**src/rtl/seg_xlate_pkg.sv**
```systemverilog
package seg_xlate_pkg;
  localparam int ADDR_W = 32;
  localparam int SEL_W  = 16;
  localparam int TLIM_W = 16;
  localparam int SLIM_W = 20;
  localparam int ACC_W  = 12;
  localparam int IDX_W  = SEL_W - 3;
  localparam int GSHIFT = 12;

  typedef enum logic [1:0] {ST_OK = 2'd0, ST_TBL = 2'd1, ST_SEG = 2'd2} xl_status_e;

  typedef struct packed {
    logic [ACC_W-1:0]  acc;
    logic              gran;
    logic [SLIM_W-1:0] limit;
    logic [ADDR_W-1:0] base;
  } desc_t;

  function automatic logic [ADDR_W-1:0] desc_addr(input logic [ADDR_W-1:0] tbase,
                                                   input logic [IDX_W-1:0] idx);
    return tbase + {{(ADDR_W-IDX_W-3){1'b0}}, idx, 3'b000};
  endfunction

  function automatic logic tbl_overrun(input logic [IDX_W-1:0] idx,
                                       input logic [TLIM_W-1:0] lim);
    return {idx, 3'b111} > lim;
  endfunction

  function automatic logic [ADDR_W-1:0] eff_limit(input logic [SLIM_W-1:0] lim,
                                                   input logic g);
    return g ? {lim, {GSHIFT{1'b1}}} : {{(ADDR_W-SLIM_W){1'b0}}, lim};
  endfunction

  function automatic desc_t unpack_desc(input logic [ADDR_W-1:0] lo,
                                        input logic [ADDR_W-1:0] hi);
    desc_t d;
    d.base  = lo;
    d.limit = hi[SLIM_W-1:0];
    d.gran  = hi[SLIM_W];
    d.acc   = {1'b0, hi[ADDR_W-1:SLIM_W+1]};
    return d;
  endfunction
endpackage

```
**src/rtl/seg_tblregs.sv**
```systemverilog
module seg_tblregs
  import seg_xlate_pkg::*;
(
  input  logic              clk,
  input  logic              rst_n,
  input  logic              tw_en,
  input  logic              tw_sel,
  input  logic [ADDR_W-1:0] tw_base,
  input  logic [TLIM_W-1:0] tw_limit,
  input  logic              rd_ti,
  output logic [ADDR_W-1:0] rd_base,
  output logic [TLIM_W-1:0] rd_limit
);
  logic [ADDR_W-1:0] g_base_q, l_base_q;
  logic [TLIM_W-1:0] g_lim_q, l_lim_q;
  logic g_wr, l_wr;

  assign g_wr = tw_en && !tw_sel;
  assign l_wr = tw_en && tw_sel;

  always_ff @(posedge clk) begin
    if (!rst_n) begin
      g_base_q <= '0; g_lim_q <= '0;
      l_base_q <= '0; l_lim_q <= '0;
    end else begin
      if (g_wr) begin g_base_q <= tw_base; g_lim_q <= tw_limit; end
      if (l_wr) begin l_base_q <= tw_base; l_lim_q <= tw_limit; end
    end
  end

  assign rd_base  = rd_ti ? l_base_q : g_base_q;
  assign rd_limit = rd_ti ? l_lim_q  : g_lim_q;


  gload_chk: assert property (@(posedge clk) disable iff (!rst_n)
    g_wr |=> (g_base_q == $past(tw_base)) && (g_lim_q == $past(tw_limit)));

  lload_chk: assert property (@(posedge clk) disable iff (!rst_n)
    l_wr |=> (l_base_q == $past(tw_base)) && (l_lim_q == $past(tw_limit)));
endmodule

```
**src/rtl/seg_walker.sv**
```systemverilog
module seg_walker
  import seg_xlate_pkg::*;
(
  input  logic              clk,
  input  logic              rst_n,
  input  logic              rq_valid,
  output logic              rq_ready,
  input  logic [SEL_W-1:0]  rq_sel,
  input  logic [ADDR_W-1:0] rq_off,
  output logic              tbl_ti,
  input  logic [ADDR_W-1:0] tbl_base,
  input  logic [TLIM_W-1:0] tbl_limit,
  output logic              mem_req,
  output logic [ADDR_W-1:0] mem_addr,
  input  logic              mem_ack,
  input  logic [ADDR_W-1:0] mem_rdata,
  output logic              rs_valid,
  input  logic              rs_ready,
  output logic [ADDR_W-1:0] rs_linear,
  output logic [1:0]        rs_rpl,
  output logic [ACC_W-1:0]  rs_access,
  output logic [1:0]        rs_status
);
  typedef enum logic [2:0] {S_IDLE, S_CHECK, S_READ_LO, S_READ_HI, S_DONE} wstate_e;

  wstate_e           st_q;
  logic [IDX_W-1:0]  idx_q;
  logic [1:0]        rpl_q;
  logic [ADDR_W-1:0] off_q, tbase_q, lo_q, lin_q;
  logic [TLIM_W-1:0] tlim_q;
  xl_status_e        stat_q;
  logic [ACC_W-1:0]  acc_q;

  logic              accept;
  logic [ADDR_W-1:0] daddr_w;
  logic              tbl_fault_w;
  desc_t             desc_w;
  logic              seg_fault_w;
  logic              lo_done, hi_done;

  assign rq_ready    = (st_q == S_IDLE);
  assign accept      = rq_valid && rq_ready;
  assign tbl_ti      = rq_sel[2];
  assign daddr_w     = desc_addr(tbase_q, idx_q);
  assign tbl_fault_w = (st_q == S_CHECK) && tbl_overrun(idx_q, tlim_q);
  assign desc_w      = unpack_desc(lo_q, mem_rdata);
  assign seg_fault_w = off_q > eff_limit(desc_w.limit, desc_w.gran);
  assign lo_done     = (st_q == S_READ_LO) && mem_ack;
  assign hi_done     = (st_q == S_READ_HI) && mem_ack;

  assign mem_req   = (st_q == S_READ_LO) || (st_q == S_READ_HI);
  assign mem_addr  = (st_q == S_READ_HI) ? daddr_w + 32'd4 : daddr_w;
  assign rs_valid  = (st_q == S_DONE);
  assign rs_linear = lin_q;
  assign rs_rpl    = rpl_q;
  assign rs_access = acc_q;
  assign rs_status = stat_q;

  always_ff @(posedge clk) begin
    if (!rst_n) begin
      st_q <= S_IDLE;
      idx_q <= '0; rpl_q <= '0; off_q <= '0;
      tbase_q <= '0; tlim_q <= '0; lo_q <= '0;
      lin_q <= '0; acc_q <= '0; stat_q <= ST_OK;
    end else begin
      case (st_q)
        S_IDLE: if (accept) begin
          idx_q   <= rq_sel[SEL_W-1:3];
          rpl_q   <= rq_sel[1:0];
          off_q   <= rq_off;
          tbase_q <= tbl_base;
          tlim_q  <= tbl_limit;
          st_q    <= S_CHECK;
        end
        S_CHECK: if (tbl_fault_w) begin
          stat_q <= ST_TBL; lin_q <= '0; acc_q <= '0;
          st_q   <= S_DONE;
        end else begin
          st_q <= S_READ_LO;
        end
        S_READ_LO: if (lo_done) begin
          lo_q <= mem_rdata;
          st_q <= S_READ_HI;
        end
        S_READ_HI: if (hi_done) begin
          acc_q  <= desc_w.acc;
          stat_q <= seg_fault_w ? ST_SEG : ST_OK;
          lin_q  <= seg_fault_w ? '0 : desc_w.base + off_q;
          st_q   <= S_DONE;
        end
        S_DONE: if (rs_ready) st_q <= S_IDLE;
        default: st_q <= S_IDLE;
      endcase
    end
  end


  mem_hold_chk: assert property (@(posedge clk) disable iff (!rst_n)
    mem_req && !mem_ack |=> mem_req && $stable(mem_addr));

  resp_hold_chk: assert property (@(posedge clk) disable iff (!rst_n)
    rs_valid && !rs_ready |=> rs_valid && $stable(rs_linear) && $stable(rs_status)
                               && $stable(rs_access) && $stable(rs_rpl));

  single_flight_chk: assert property (@(posedge clk) disable iff (!rst_n)
    accept |=> !rq_ready);

  tbl_nomem_chk: assert property (@(posedge clk) disable iff (!rst_n)
    tbl_fault_w |=> !mem_req && rs_valid);

  status_legal_chk: assert property (@(posedge clk) disable iff (!rst_n)
    rs_valid |-> rs_status != 2'd3);
endmodule

```
**src/rtl/seg_xlate.sv**
```systemverilog
module seg_xlate
  import seg_xlate_pkg::*;
(
  input  logic              clk,
  input  logic              rst_n,
  input  logic              tw_en,
  input  logic              tw_sel,
  input  logic [ADDR_W-1:0] tw_base,
  input  logic [TLIM_W-1:0] tw_limit,
  input  logic              rq_valid,
  output logic              rq_ready,
  input  logic [SEL_W-1:0]  rq_sel,
  input  logic [ADDR_W-1:0] rq_off,
  output logic              rs_valid,
  input  logic              rs_ready,
  output logic [ADDR_W-1:0] rs_linear,
  output logic [1:0]        rs_rpl,
  output logic [ACC_W-1:0]  rs_access,
  output logic [1:0]        rs_status,
  output logic              mem_req,
  output logic [ADDR_W-1:0] mem_addr,
  input  logic              mem_ack,
  input  logic [ADDR_W-1:0] mem_rdata
);
  logic              sel_ti;
  logic [ADDR_W-1:0] sel_base;
  logic [TLIM_W-1:0] sel_limit;

  seg_tblregs u_regs (
    .clk(clk), .rst_n(rst_n),
    .tw_en(tw_en), .tw_sel(tw_sel), .tw_base(tw_base), .tw_limit(tw_limit),
    .rd_ti(sel_ti), .rd_base(sel_base), .rd_limit(sel_limit)
  );

  seg_walker u_walk (
    .clk(clk), .rst_n(rst_n),
    .rq_valid(rq_valid), .rq_ready(rq_ready), .rq_sel(rq_sel), .rq_off(rq_off),
    .tbl_ti(sel_ti), .tbl_base(sel_base), .tbl_limit(sel_limit),
    .mem_req(mem_req), .mem_addr(mem_addr), .mem_ack(mem_ack), .mem_rdata(mem_rdata),
    .rs_valid(rs_valid), .rs_ready(rs_ready), .rs_linear(rs_linear),
    .rs_rpl(rs_rpl), .rs_access(rs_access), .rs_status(rs_status)
  );
endmodule

```
**config.mk**
```make
export PLATFORM = sky130hd
export DESIGN_NAME = seg_xlate
export DESIGN_NICKNAME = d
export VERILOG_FILES = /design/src/rtl/seg_xlate_pkg.sv /design/src/rtl/seg_tblregs.sv /design/src/rtl/seg_walker.sv /design/src/rtl/seg_xlate.sv
export SDC_FILE = /design/constraint.sdc
export NUM_CORES = 1
export LEC_CHECK = 0
export ABC_AREA = 1
export BUFFER_PORTS_ARGS = -buffer_cell sky130_fd_sc_hd__buf_2
export CORE_MARGIN = 4
export CORE_UTILIZATION = 55
export CTS_BUF_LIST = sky130_fd_sc_hd__clkbuf_8 sky130_fd_sc_hd__clkbuf_16
export CTS_CLUSTER_DIAMETER = 150
export DETAILED_ROUTE_END_ITERATION = 7
export GPL_ROUTABILITY_DRIVEN = 0
export HOLD_SLACK_MARGIN = 0.08
export PLACE_DENSITY = 0.81
export SKIP_LAST_GASP = 1
export SLEW_MARGIN = 20
export SYNTH_ARGS = -nofsm -noshare
export SYNTH_HDL_FRONTEND = slang
export SYNTH_HIERARCHICAL = 1
export SYNTH_SLANG_ARGS = --single-unit
```
**constraint.sdc**
```tcl
create_clock -name clk -period 3.2 [get_ports clk]
set_input_delay 0.32 -clock clk [delete_from_list [all_inputs] [get_ports clk]]
set_output_delay 0.32 -clock clk [all_outputs]
set_load 0.02 [all_outputs]
```
==> results of run 1 <==
==> worst max-delay path by stage <==
stage	start	endpoint	cells after the start
floorplan	u_walk/idx_q[0]	mem_addr[17]	12
global placement	u_walk/idx_q[0]	mem_addr[31]	17
detailed placement	u_walk/idx_q[0]	mem_addr[16]	15
CTS	u_walk/idx_q[0]	mem_addr[29]	16
global route	u_walk/tbase_q[3]	mem_addr[23]	18
finish	u_walk/idx_q[0]	mem_addr[25]	16
==> area by class of cell <==
class | count | area [um2]
multi-input cells | 1852 | 10400
fillers | 2408 | 8860
flip-flops and latches | 271 | 5440
repair buffers | 384 | 2730
inverters | 266 | 1010
clock buffers | 37 | 836
well taps | 390 | 488
clock inverters | 13 | 91.3
==> Yosys cell counts (all sizes together) <==
| library cell | n |
|---|---|
| a21oi | 296 |
| xnor2 | 5 |
| o311ai | 1 |
| a31oi | 1 |
| conb | 1 |
| clkinv | 2 |
| o21a | 5 |
| nand2 | 569 |
| clkbuf | 90 |
| nor2 | 279 |
| a211oi | 1 |
| dfxtp | 271 |
| a21boi | 1 |
| nand3 | 320 |
| mux2i | 8 |
| nor3 | 19 |
| nand4 | 34 |
| or2 | 4 |
| nor4 | 3 |
| xor2 | 33 |
| ha | 90 |
| nand3b | 5 |
| a21o | 6 |
| o21bai | 3 |
| and2 | 1 |
| o21ai | 163 |
| o2111ai | 1 |
| fa | 2 |
| inv | 264 |
| buf | 42 |
| o211ai | 1 |
==> kinds of logic (layout without fill, tap and decap cells) <==
group	after synthesis	count (layout)	synth area share, %
adders and majority gates	92	92	6.97
buffers and inverters	398	700	9.71
muxes	8	8	0.479
AOI/OAI and AO/OA	479	479	14.8
and+or+nand+nor	1234	1234	33.6
DFF	271	271	32.4
xor gates and xnor gates	38	38	1.99
other	1	1	0.0224
==> per-layer routing <==
layer	share of wire (%)	global-route usage, %
met5	0	0
met4	4.8	12.5
met2	47	50.2
met1	40	39.4
met3	8.5	4.27
==> worst min-delay path: stages <==
cell and delay [ns]:
buf_2 0.09, nand3_1 0.10, a21oi_1 0.08
==> power groups by stage <==
| stage | Clock (mW) | Combinational, mW | Sequential [mW] |
|---|---|---|---|
| floorplan | 0 | 3.05 | 4.18 |
| global placement | 0 | 4.14 | 4.30 |
| detailed placement | 0 | 4.23 | 4.32 |
| CTS | 3.30 | 4.58 | 4.26 |
| global route | 3.45 | 5.45 | 4.34 |
| finish | 3.27 | 5.00 | 4.31 |
==> state kept, by name (all words and copies together), names as in the netlist, 11 cells and up <==
signal            count
u_walk/lo_q          32
u_regs/l_base_q      32
u_regs/g_base_q      32
u_walk/rs_access     11
u_walk/off_q         32
u_walk/idx_q         13
u_regs/g_lim_q       16
u_regs/l_lim_q       16
u_walk/tlim_q        16
u_walk/rs_linear     32
u_walk/tbase_q       32
==> cell usage in the layout, fill, tap and decap left out, types with 5 or more instances in the layout <==
| master | instances |
|---|---|
| nor3_1 | 14 |
| nand2_1 | 484 |
| a21o_1 | 6 |
| buf_4 | 66 |
| xor2_1 | 30 |
| o21ai_0 | 146 |
| xnor2_1 | 5 |
| nor2_1 | 222 |
| dfxtp_1 | 259 |
| nand2_2 | 55 |
| buf_6 | 14 |
| dlygate4sd3_1 | 107 |
| o21ai_1 | 17 |
| nand3_4 | 8 |
| ha_4 | 11 |
| o21a_1 | 5 |
| clkbuf_8 | 8 |
| mux2i_1 | 8 |
| clkbuf_16 | 29 |
| nand4_1 | 34 |
| inv_1 | 242 |
| inv_2 | 24 |
| ha_1 | 78 |
| nand2_4 | 29 |
| clkinv_2 | 7 |
| buf_2 | 196 |
| nand3_1 | 291 |
| nor2_4 | 25 |
| dfxtp_2 | 12 |
| a21oi_1 | 288 |
| nor2_2 | 31 |
| nand3_2 | 21 |
==> repair_timing <==
item,in CTS,in global routing
pin swaps,43,55
hold buffers,107,0
buffers inserted,29,10
setup endpoints to repair,22,22
endpoints found under the hold margin,126,0
gates resized for setup,95,105
==> through the flow <==
step	setup slack [ns]	utilization (%)	cell area (um2)	setup TNS (ns)
2_1_floorplan	0.406	-	16700	0
3_3_place_gp	0.233	60.0	17900	0
3_5_place_dp	0.184	60.0	17900	0
4_1_cts	-0.146	68.5	20400	-1.74
5_1_grt	-0.425	70.3	20900	-4.94
6_report	-0.276	70.3	20900	-2.92
==> summary.md, run 1 <==
| Metric | Value |
|---|---|
| Port bufs | `216` |
| Slew Limit Fails | `0` |
| Worst r2r src | `u_walk/off_q[0]` |
| Sequential area share after synthesis | `about a third` |
| Outcome | `finished with violations` |
| First DRT Iteration DRCs | `between 1500 and 2000` |
| All-Layer GR Usage | `30.2%` |
| F_max | `roughly 290 MHz` |
| Nets | `3031` |
| Gr ovfl total | `0` |
| Area grow syn2layout | `25.1%` |
| Clk buf depth | `3` |
| RR Endpoint | `u_walk/rs_linear[26]` |
| Share of the synthesized area in the top cell type | `about a third` |
| Cells after synthesis | `2521` |
| CP Data Required Time | `around 2.9 ns` |
| Family with the most delay on the worst path | `simple AND/OR/NAND/NOR gates` |
| Endpoints failing hold | `0` |
| Clock Pin Slew Worst Setup and Hold Paths | `~0.070 ns` |
| Final hold slack | `around 0.089 ns` |
| Worst Tran Pin Value | `0.903 ns` |
| Post-Syn Area | `around 17000 um2` |
| Final setup violation count | `21` |
| Final cycle utilization of the critical path | `109%` |
| CP max stage cell | `fa_2` |
| Placed Cells | `3018` |
| Vias in the first global route | `around 17000` |
| Reg2Reg Setup Slack | `0.74 ns` |
| Initial antenna violation count | `0` |
| First-pass GRT wire length | `84.0 mm` |
| Crit path launch type | `flop` |
| CTS tree | `built` |
| R2R depth | `12` |
| Largest net degree at the start of global routing | `approximately 110` |
| Worst hold path class | `primary input to flop` |
| Final setup margin | `-0.276 ns` |
| DRC | `0` |
| Rows | `63` |
| Synth Register Bits | `roughly 270` |
| Vert. Die Dim | `~180 um` |
| P_int | `~7.5 mW` |
| DR vias | `roughly 18000` |
| Starting density of the core | `a little under three fifths` |
| Rel. slew slack | `39.7%` |
| Root Driver | `clkbuf_16` |
| Cell accounting for the most synthesized area | `dfxtp_1` |
| DRT Wirelength | `around 55 mm` |
| RSZ-0062 raised after global routing | `true` |
| Yosys cell types | `51` |
| Leak pwr | `~9.6 nW` |
| Worst vdd ir | `a little under 0.0005 V` |
| Post-DP HPWL | `roughly 36 mm` |
| Sw frac | `40.8%` |
| Antenna viol nets, final | `0` |
| Crit path max fanout | `5` |
| Setup crit end kind | `output pin` |
| Routed wire per std cell | `17.1 um` |
| Synthesized area per cell | `about 6.6 um2` |
| Post-route total power | `12.6 mW` |
| Sink Count | `271` |
| Most common cell on crit path | `nor2_4` |
| Comb power frac | `39.8%` |
| Layout Skew | `between 0.02 and 0.025 ns` |
| Die ar. | `between 30000 and 40000 um2` |
| Ys Warns | `6` |
| Core area | `29800 um2` |
| CTS Buf Count | `29` |
| Hold Path Origin | `rq_sel[8]` |
| Failing checks | `negative setup slack` |
| I/O Pins | `around 220` |
| Worst min-delay path endpoint | `u_walk/idx_q[5]` |
| Synth area leaders | `dfxtp_1 32%, nand2_1 12%, nand3_1 9.2%` |
| Share of cells above drive strength 1 | `between 20% and 30%` |
| Crit Path Category | `flop to output pin` |
| Buf+Inv Stages, Crit Path | `4` |
| Clock latency on the worst-skew pair | `0.56 ns` |
| H-tree depth | `1` |
| WHS Path Cells | `3` |
| Minimum clock period | `around 3.5 ns` |
| Max Cap Viol | `0` |
| Die Span X | `roughly 180 um` |
| Register share of total power | `34.2%` |
| Crit-path cells | `ha_4 > inv_2 > fa_2 > inv_2 > nand2_2 > nor3_4 > nand3_2 > nor2_4 > nand3_4 > nor2_4 > nand3_4 > nor2_4 > nand3_2 > nand2_1 > inv_1 > buf_6` |
| Clock network power share | `a little over a quarter` |
| DR vias/cell | `5.73` |
| Finished Layout Cells | `about 3200` |
| Post-Synthesis Net Count | `approximately 2700` |
| Drt first pass iters | `6` |
| N_diodes | `0` |
| Crit path largest cell delay | `around 0.45 ns` |
| PD cells | `between 600 and 700 nW/um2` |
| Critical Path AT | `between 3 and 4 ns` |
| Switch Pwr | `5.13 mW` |
Power figures use the tool's default switching activity.
==> run 2: changes to the inputs <==
==> constraint.sdc (replaced) <==
create_clock -name clk -period 3.95 [get_ports clk]
set_input_delay 0.1975 -clock clk [delete_from_list [all_inputs] [get_ports clk]]
set_output_delay 0.1975 -clock clk [all_outputs]
set_load 0.02 [all_outputs]
==> run 2 against run 1 <==
Effect of this change:
- count of clock-buffer cells in the layout is 4 lower
- clock skew is 0.0066 ns lower
- flip-flop and latch count stayed put
- critical path type unchanged
- worst setup slack better by 0.59 ns
- the flow now finishes without violations
==> summary.md, run 2 (synthesis gave the netlist of run 1 again) <==
| Metric | Value |
|---|---|
| Outcome | `completed` |
| FILL cells | `2541 (+5.5%)` |
| Buf+Inv Stages, Crit Path | `4 (unchanged)` |
| CP Data Required Time | `3.75 ns (+0.87 ns)` |
| Die Span X | `182 um (unchanged)` |
| Routed wire per std cell | `16.4 um (-3.8%)` |
| Most common cell on crit path | `nand3_1` |
| Rows | `63 (unchanged)` |
| Family with the most delay on the worst path | `simple AND/OR/NAND/NOR gates` |
| Share of cells above drive strength 1 | `14.9% (-5.2 points)` |
| Nets | `3005 (-0.86%)` |
| Clock Pin Slew Worst Setup and Hold Paths | `0.06 ns (about the same)` |
| DR vias/cell | `5.66 (-1.2%)` |
| WP depth | `17 (+1)` |
| Clock latency on the worst-skew pair | `0.57 ns (about the same)` |
| Final cycle utilization of the critical path | `91.9%` |
| Sink Count | `271 (unchanged)` |
| Layout Skew | `0.0172 ns (-0.00656 ns)` |
| Worst hold path class | `primary input to flop` |
| Crit Path Category | `flop to output pin` |
| Worst Setup SP | `u_walk/idx_q[0]` |
| Setup crit end kind | `output pin` |
| Starting density of the core | `56.2% (unchanged)` |
| Comb power frac | `35.9% (-3.9 points)` |
| Switch Pwr | `4.01 mW (-22%)` |
| Worst r2r src | `u_walk/off_q[1]` |
| Minimum clock period | `3.63 ns` |
| Root Driver | `clkbuf_16` |
| Post-DP HPWL | `35.8 mm (-1.5%)` |
| Hold Path Origin | `rst_n` |
| PD cells | `500 nW/um2 (-17%)` |
| Critical Path AT | `3.43 ns (+0.27 ns)` |
| Worst vdd ir | `0.000399 V (-17%)` |
| Largest net degree at the start of global routing | `101 (-9.0%)` |
| P_int | `6.07 mW (-19%)` |
| RR Endpoint | `u_walk/rs_linear[2]` |
| CP max stage cell | `fa_1` |
| Crit path largest cell delay | `0.47 ns (+0.02 ns)` |
| Endpoints failing hold | `0 (unchanged)` |
| Core area | `29800 um2 (unchanged)` |
| Setup TNS Final | `0 ns (+2.92 ns)` |
| DRC | `0 (unchanged)` |
| Clock network power share | `29.8% (+3.8 points)` |
| DRT Wirelength | `52.4 mm (-4.4%)` |
| Post-CTS setup buffer count | `0 (-100%)` |
| F_max | `around 280 MHz` |
| Final core occ | `67.6% (-2.7 points)` |
| First DRT Iteration DRCs | `1785 (-3.6%)` |
| Worst Tran Pin Value | `1.09 ns (+0.188 ns)` |
| Final setup violation count | `0 (-100%)` |
| Antenna viol nets, final | `0 (unchanged)` |
| Die ar. | `33300 um2 (unchanged)` |
| Clk buf depth | `3 (unchanged)` |
| Drt first pass iters | `6 (unchanged)` |
| DR vias | `18100 (-1.8%)` |
| CTS Buf Count | `29 (unchanged)` |
| Register share of total power | `34.3% (about the same)` |
| Most frequent cells in the layout | `513 x nand2_1, 307 x nand3_1, 291 x a21oi_1` |
| CTS tree | `built` |
| R2R depth | `12 (unchanged)` |
| Sw frac | `39.8% (-0.98 points)` |
| Initial antenna violation count | `1 (+1)` |
| Slew Limit Fails | `0 (unchanged)` |
| All-Layer GR Usage | `29.9% (-0.29 points)` |
| First-pass GRT wire length | `83.4 mm (-0.65%)` |
| Vias in the first global route | `16700 (-0.86%)` |
| Crit path launch type | `flop` |
| Most common cell after layout, fill and taps aside | `nand2_1` |
| Port bufs | `216 (unchanged)` |
| Reg2Reg Setup Slack | `1.50 ns (+0.76 ns)` |
| Area grow syn2layout | `20.4%` |
| I/O Pins | `218 (unchanged)` |
| Crit path max fanout | `5 (unchanged)` |
| H-tree depth | `1 (unchanged)` |
| RSZ-0062 raised after global routing | `false` |
| Vert. Die Dim | `182 um (unchanged)` |
| Rel. slew slack | `27.3% (-12 points)` |
| Crit path to | `mem_addr[31]` |
| Max Cap Viol | `0 (unchanged)` |
| Crit-path cells | `ha_1 > inv_1 > fa_1 > inv_1 > nand2_1 > nor3_2 > nand3_1 > nor2_1 > nand3_1 > nor2_2 > nand3_1 > nor2_2 > nand3_1 > nand2_1 > nand2_1 > inv_1 > buf_2` |
| Leak pwr | `9.27 nW (-3.4%)` |
| Gr ovfl total | `0 (unchanged)` |
==> run 2: worst min-delay path, cell delays in order <==
cell,delay (ns)
buf_4,0.26
nand2_1,0.13
nor2_1,0.03
==> run 2: how the worst min path moves through the flow <==
stage          slack, ns  depth (start not counted)             endpoint
3_5_place_dp        0.46                          3  u_regs/l_base_q[29]
2_1_floorplan       0.34                          2    u_walk/tbase_q[2]
3_3_place_gp        0.45                          3  u_regs/l_base_q[23]
4_1_cts             0.08                          3   u_regs/g_lim_q[14]
6_report             0.1                          3    u_regs/g_lim_q[3]
5_1_grt             0.12                          3    u_regs/g_lim_q[6]
==> run 2: power by group through the flow <==
stage          clock network (mW)  registers [mW]  logic [mW]
2_1_floorplan                   0            3.38        2.47
3_3_place_gp                    0            3.48        3.33
3_5_place_dp                    0            3.50        3.41
4_1_cts                      3.03            3.44        3.53
5_1_grt                      3.14            3.49        3.98
6_report                     3.00            3.46        3.61
==> run 2: area by class of cell <==
cell class	count	area [um2]	area share, %
clock buffer	33	781	3.88
multi-input combinational	1852	9700	48.2
sequential	271	5430	26.9
inverter	266	1000	4.97
clock inverter	20	275	1.37
antenna	1	2.50	0.0124
tap	390	488	2.42
timing repair buffer	358	2470	12.2
==> run 2: routing by layer <==
layer	part of all wire, %	GRT usage (%)	vias to the layer above	routed length (um)
met5	0	0	-	0
met4	5.3	13.6	0	2800
met3	8.2	4.56	224	4310
met2	45	48.3	901	23700
met1	41	39.5	8178	21500
li1	-	-	8774	-
==> run 2: what timing repair did <==
action / CTS / global route
resized for setup: 0 / 0
endpoints found under the hold margin: 186 / 0
hold buffers: 127 / 0
==> run 2: stage by stage <==
stage	instances	instance area (um2)	setup slack (ns)	power, mW	hold WS, ns
floorplan	2521	16700	1.28	5.85	0.336
global placement	3010	17800	1.05	6.82	0.447
detailed placement	3010	17800	0.936	6.91	0.455
CTS	3190	20100	0.330	10.0	0.0810
global route	3191	20100	0.0868	10.6	0.123
finish	3191	20100	0.318	10.1	0.0962
